### config.mk
export PLATFORM = sky130hd
export DESIGN_NAME = fdc_perp_cfg
export DESIGN_NICKNAME = d
export VERILOG_FILES = /design/src/rtl/fdc_perp_pkg.sv /design/src/rtl/fdc_perp_store.sv /design/src/rtl/fdc_perp_resolve.sv /design/src/rtl/fdc_perp_gap.sv /design/src/rtl/fdc_perp_cfg.sv
export SDC_FILE = /design/constraint.sdc
export NUM_CORES = 1
export LEC_CHECK = 0
export ABC_AREA = 1
export BUFFER_PORTS_ARGS = -buffer_cell sky130_fd_sc_hd__buf_4
export CORE_MARGIN = 2
export CORE_UTILIZATION = 39
export CTS_CLUSTER_DIAMETER = 50
export DETAILED_ROUTE_END_ITERATION = 16
export HOLD_SLACK_MARGIN = 0.08
export PLACE_DENSITY = 0.72
export SYNTH_ARGS = -nofsm -noshare
export SYNTH_HDL_FRONTEND = slang
export SYNTH_SLANG_ARGS = --single-unit
### constraint.sdc
create_clock -name clk -period 0.9 [get_ports clk]
set_input_delay 0.045 -clock clk [delete_from_list [all_inputs] [get_ports clk]]
set_output_delay 0.045 -clock clk [all_outputs]
set_load 0.01 [all_outputs]
### src/rtl/fdc_perp_pkg.sv
package fdc_perp_pkg;

   // Field positions inside the configuration byte
   localparam int unsigned CFG_DRV_LSB = 0;
   localparam int unsigned CFG_OVR_LSB = 4;
   localparam int unsigned CFG_OVR_W   = 2;
   localparam int unsigned CFG_OW_BIT  = 7;

   // Data-rate codes
   typedef enum logic [1:0] {
      RATE_250K = 2'd0,
      RATE_500K = 2'd1,
      RATE_1M   = 2'd2,
      RATE_2M   = 2'd3
   } rate_e;

   // Rates at which a perpendicular drive needs the long gap
   function automatic logic is_fast_rate(input logic [1:0] code);
      return (code == RATE_1M) || (code == RATE_2M);
   endfunction

endpackage

### src/rtl/fdc_perp_store.sv
module fdc_perp_store #(
   parameter int unsigned NUM_DRV = 4,
   parameter int unsigned DATA_W  = 8,
   parameter int unsigned DRV_LSB = 0,
   parameter int unsigned OVR_LSB = 4,
   parameter int unsigned OVR_W   = 2,
   parameter int unsigned OW_BIT  = 7
) (
   input  logic               clk,
   input  logic               rst_n,
   input  logic               soft_rst,
   input  logic               wr_en,
   input  logic [DATA_W-1:0]  wr_data,
   output logic [NUM_DRV-1:0] drv_q,
   output logic [OVR_W-1:0]   ovr_q,
   output logic [NUM_DRV-1:0] drv_nxt,
   output logic [OVR_W-1:0]   ovr_nxt
);

   if (DRV_LSB + NUM_DRV > DATA_W) begin : g_bad_drv
      $error("drive field does not fit in the configuration byte");
   end
   if (OVR_LSB + OVR_W > DATA_W) begin : g_bad_ovr
      $error("override field does not fit in the configuration byte");
   end
   if (OW_BIT >= DATA_W) begin : g_bad_ow
      $error("overwrite-enable bit lies outside the configuration byte");
   end

   logic wr_ok;
   logic ld_drv;

   assign wr_ok  = wr_en && !soft_rst;
   assign ld_drv = wr_ok && wr_data[OW_BIT];

   // The override field clears on soft reset and loads on every accepted write
   always_comb begin
      if (soft_rst)   ovr_nxt = '0;
      else if (wr_ok) ovr_nxt = wr_data[OVR_LSB +: OVR_W];
      else            ovr_nxt = ovr_q;
   end

   always_ff @(posedge clk or negedge rst_n) begin
      if (!rst_n) ovr_q <= '0;
      else        ovr_q <= ovr_nxt;
   end

   // One flop per drive; only the hardware reset clears them
   for (genvar d = 0; d < NUM_DRV; d++) begin : g_drv
      assign drv_nxt[d] = ld_drv ? wr_data[DRV_LSB + d] : drv_q[d];

      always_ff @(posedge clk or negedge rst_n) begin
         if (!rst_n) drv_q[d] <= 1'b0;
         else        drv_q[d] <= drv_nxt[d];
      end
   end

endmodule

### src/rtl/fdc_perp_resolve.sv
module fdc_perp_resolve #(
   parameter int unsigned NUM_DRV   = 4,
   parameter int unsigned OVR_W     = 2,
   parameter bit          ONEHOT_MUX = 1'b0,
   localparam int unsigned SEL_W    = (NUM_DRV > 1) ? $clog2(NUM_DRV) : 1
) (
   input  logic [NUM_DRV-1:0] drv_bits,
   input  logic [OVR_W-1:0]   ovr,
   input  logic [SEL_W-1:0]   drv_sel,
   output logic               perp
);

   if (NUM_DRV < 1) begin : g_bad_num
      $error("at least one drive is needed");
   end

   logic drv_pick;

   if (ONEHOT_MUX) begin : g_onehot
      // Decode the select, then AND-OR: a shallow tree for wide fields
      logic [NUM_DRV-1:0] dec;
      for (genvar d = 0; d < NUM_DRV; d++) begin : g_dec
         assign dec[d] = (drv_sel == SEL_W'(d));
      end
      assign drv_pick = |(dec & drv_bits);
   end else begin : g_index
      // Plain indexed mux; an out-of-range select reads conventional
      always_comb begin
         drv_pick = 1'b0;
         for (int d = 0; d < NUM_DRV; d++) begin
            if (drv_sel == SEL_W'(d)) drv_pick = drv_bits[d];
         end
      end
   end

   // Any nonzero override value wins over the per-drive bits
   assign perp = (|ovr) || drv_pick;

endmodule

### src/rtl/fdc_perp_gap.sv
module fdc_perp_gap #(
   parameter int unsigned GAP_W    = 8,
   parameter int unsigned GAP_STD  = 22,
   parameter int unsigned GAP_PERP = 41
) (
   input  logic             perp,
   input  logic [1:0]       rate_sel,
   output logic [GAP_W-1:0] gap_len,
   output logic             precomp_off
);
   import fdc_perp_pkg::*;

   if (GAP_STD >= (1 << GAP_W) || GAP_PERP >= (1 << GAP_W)) begin : g_bad_gap
      $error("gap length does not fit in GAP_W bits");
   end

   logic long_gap;

   assign long_gap    = perp && is_fast_rate(rate_sel);
   assign gap_len     = long_gap ? GAP_W'(GAP_PERP) : GAP_W'(GAP_STD);
   assign precomp_off = perp;

endmodule

### src/rtl/fdc_perp_cfg.sv
module fdc_perp_cfg #(
   parameter int unsigned NUM_DRV    = 4,
   parameter int unsigned DATA_W     = 8,
   parameter int unsigned GAP_W      = 8,
   parameter int unsigned GAP_STD    = 22,
   parameter int unsigned GAP_PERP   = 41,
   parameter bit          ONEHOT_MUX = 1'b0,
   localparam int unsigned SEL_W     = (NUM_DRV > 1) ? $clog2(NUM_DRV) : 1,
   localparam int unsigned OVR_W     = fdc_perp_pkg::CFG_OVR_W
) (
   input  logic             clk,
   input  logic             rst_n,
   input  logic             soft_rst,
   input  logic             wr_en,
   input  logic [DATA_W-1:0] wr_data,
   input  logic [SEL_W-1:0] drv_sel,
   input  logic [1:0]       rate_sel,
   output logic             perp_mode,
   output logic [GAP_W-1:0] gap2_len,
   output logic             precomp_off
);
   import fdc_perp_pkg::*;

   if (DATA_W < 8) begin : g_bad_data
      $error("configuration byte must be at least 8 bits");
   end

   logic [NUM_DRV-1:0] drv_q;
   logic [NUM_DRV-1:0] drv_nxt;
   logic [OVR_W-1:0]   ovr_q;
   logic [OVR_W-1:0]   ovr_nxt;
   logic               perp_nxt;
   logic [GAP_W-1:0]   gap_nxt;
   logic               pc_nxt;

   fdc_perp_store #(
      .NUM_DRV (NUM_DRV),
      .DATA_W  (DATA_W),
      .DRV_LSB (CFG_DRV_LSB),
      .OVR_LSB (CFG_OVR_LSB),
      .OVR_W   (OVR_W),
      .OW_BIT  (CFG_OW_BIT)
   ) u_store (
      .clk      (clk),
      .rst_n    (rst_n),
      .soft_rst (soft_rst),
      .wr_en    (wr_en),
      .wr_data  (wr_data),
      .drv_q    (drv_q),
      .ovr_q    (ovr_q),
      .drv_nxt  (drv_nxt),
      .ovr_nxt  (ovr_nxt)
   );

   // Resolution runs on next state so outputs land on the write edge
   fdc_perp_resolve #(
      .NUM_DRV    (NUM_DRV),
      .OVR_W      (OVR_W),
      .ONEHOT_MUX (ONEHOT_MUX)
   ) u_resolve (
      .drv_bits (drv_nxt),
      .ovr      (ovr_nxt),
      .drv_sel  (drv_sel),
      .perp     (perp_nxt)
   );

   fdc_perp_gap #(
      .GAP_W    (GAP_W),
      .GAP_STD  (GAP_STD),
      .GAP_PERP (GAP_PERP)
   ) u_gap (
      .perp        (perp_nxt),
      .rate_sel    (rate_sel),
      .gap_len     (gap_nxt),
      .precomp_off (pc_nxt)
   );

   always_ff @(posedge clk or negedge rst_n) begin
      if (!rst_n) begin
         perp_mode   <= 1'b0;
         gap2_len    <= GAP_W'(GAP_STD);
         precomp_off <= 1'b0;
      end else begin
         perp_mode   <= perp_nxt;
         gap2_len    <= gap_nxt;
         precomp_off <= pc_nxt;
      end
   end

endmodule

==> results.cfg <==
[setup_path]
arrival_ps = 940
cp_slowest_stage_delay_ps = 570
cp_data_required_time_ps = 850
cp-endpoint = gap2_len[2]
path_buf_inv = 1
worst_setup_path_end_kind = output port
path_cells = buf_6
cp-start-kind = flip-flop
regToRegSetupSlack_ps = -40
critical_path_class = flip-flop to output port
rr_worst_depth = 8
cpMaxStageDelayCell = dfstp_2
worstPathMaxFanout = 3
startpoint = gap2_len[4]
cpLargestDelayFamily = flip-flops
r2r_start = u_store.ovr_q[1]
cp_num_cells = 1
reg2reg_to = gap2_len[3]

[finish]
layout.nets = 110
drive_above_1_share_pct = 45.2
fillCellCount = 127
areaGrowthSynthToFinish_pct = 39.9
antenna_cells = 0

[power]
power_density_nw_per_um2 = 1470
peakVddDrop_mv = 0.650
power_w = 0.00112
leakagePower_nw = 0.442

[timing]
fin_crit_ps = 989
tns_ps = -327
drv_slew = 0
finalWorstSetupSlack_ps = -88.6
fmax_ghz = 1.01
hold_violations = 0
period_share_pct = 110
rsz0062_at_grt = yes
setup_viol = 6
finClkSkew_ps = 2.35

[global_route]
overflow = 0
grt_max_degree = 10
groute.usage.overall_pct = 16.0
antenna_found_initial = 0
grt_pass1_wl_um = 1630
grt_pass1_vias = 417

[run_status]
violations = negative setup slack
status = complete, but fails checks

[synth]
netlist-cell-type-count = 15
syn-instance-count = 69
yosys_warnings = 0
synth_seq_area_share_pct = 41.7
syn_area_per_cell_um2 = 7.87
synth.cell_area_um2 = 543
ys_seq_elements = 9

[route]
first_iter_violations = 4
remaining_drc_errors = 0
dr.pass1.iters = 2
vias = 474
routed_wl_um = 1020
drt-vias-per-instance = 4.39
routedWlPerCell_um = 9.42
postRouteAntennaNets = 0

[placement]
io_buffers = 21
hpwl_um = 809
place.gp.congestion = 0.739

[run]
drv_cap = 0

[die]
die_h_um = 41.3
rows = 13
initial_core_util_pct = 41.7
die_w_um = 41.3
io_pins = 26
dieArea_um2 = 1710
coreArea_um2 = 1300

[hold_path]
hold_class = primary input to flip-flop

[clocking]
cts_root_buf = clkbuf_4
clk_pin_slew_worst_paths_ps = 60
numCtsBuffers = 3
cts_htree_levels = 1
clock-sinks = 9
clock_path_buffers = 2
cts_tree = yes
clk_latency_ps = 270
==> kinds of logic (layout without fill, tap and decap cells) <==
family        after synthesis  count (layout)  share of synthesized area, %
buf+inv                    25              48                          23.5
flops                       9               9                          41.7
other cells                 1               2                         0.691
simple gates               34              34                          34.1
==> worst min path at each step <==
stage | start | endpoint | slack (ps) | cells past startpoint
6_report | wr_data[0] | u_store.drv_q[0] | 100 | 4
5_1_grt | wr_data[0] | u_store.drv_q[0] | 110 | 4
4_1_cts | wr_data[0] | u_store.drv_q[0] | 100 | 4
3_5_place_dp | rst_n | u_store.ovr_q[0] | -120 | 1
3_3_place_gp | rst_n | u_store.ovr_q[0] | -130 | 1
2_1_floorplan | rst_n | gap2_len[3] | -250 | 0
==> layout by cell type, fill, tap and decap left out, drive strengths merged <==
| master | n |
|---|---|
| dfstp | 1 |
| dlygate4sd3 | 3 |
| buf | 24 |
| inv | 17 |
| and2 | 2 |
| dfrtp | 8 |
| nand4 | 4 |
| clkbuf | 4 |
| nand3 | 9 |
| nor2 | 5 |
| conb | 2 |
| nand2 | 14 |
==> power breakdown <==
part | internal, W | switching, W
clock network | 0.000171 | 0.000145
registers | 0.000459 | 0.0000214
logic | 0.000170 | 0.000154
total | 0.000800 | 0.000321
==> cell type report <==
cell class	count	area (um2)	area share, %
inverter	17	63.8	8.40
timing repair buffer	27	221	29.2
tap	15	18.8	2.47
sequential	9	226	29.8
clock buffer	4	26.3	3.46
multi-input combinational	36	203	26.7
==> repair_timing <==
action,4_1_cts,5_1_grt
endpoints found under the setup margin,6,6
setup buffers,1,0
pin swaps,1,0
hold endpoints to repair,12,0
hold buffers,3,0
resized for setup,3,3
==> synth_stat cells <==
cell      n  area, um2
inv_1    14       52.6
nand2_1  12       45.0
buf_4     7       52.6
nand3_1   4       20.0
and2_2    1       7.51
dfstp_2   1       26.3
buf_6     1       11.3
and2_1    1       6.26
conb_1    1       3.75
nand4_1   4       25.0
dfrtp_1   8        200
inv_2     3       11.3
nand2_2   2       12.5
nand3_2   5       50.1
nor2_1    5       18.8
==> stage by stage <==
stage	cells	setup slack [ps]	hold WS, ps	instance area [um2]	util (%)
after floorplan	70	9.48	-251	547	-
after global placement	100	-42.4	-127	674	51.8
after detailed placement	100	-50.4	-124	674	51.8
after CTS	108	-90.0	98.0	748	57.5
after global routing	108	-166	115	759	58.4
final	108	-88.6	103	759	58.4
==> flip-flops by register name (all words and copies together) (netlist names) <==
register       flops
u_store.drv_q      4
perp_mode          1
u_store.ovr_q      2
gap2_len           2
==> per-layer routing <==
metal	vias up	routed length, um	global-route usage (%)
met5	-	0	0
met2	20	465	25.4
li1	245	-	-
met3	5	92	7.98
met1	204	429	16.9
met4	0	29	9.68
No activity file was read; power rests on OpenSTA's default activity.
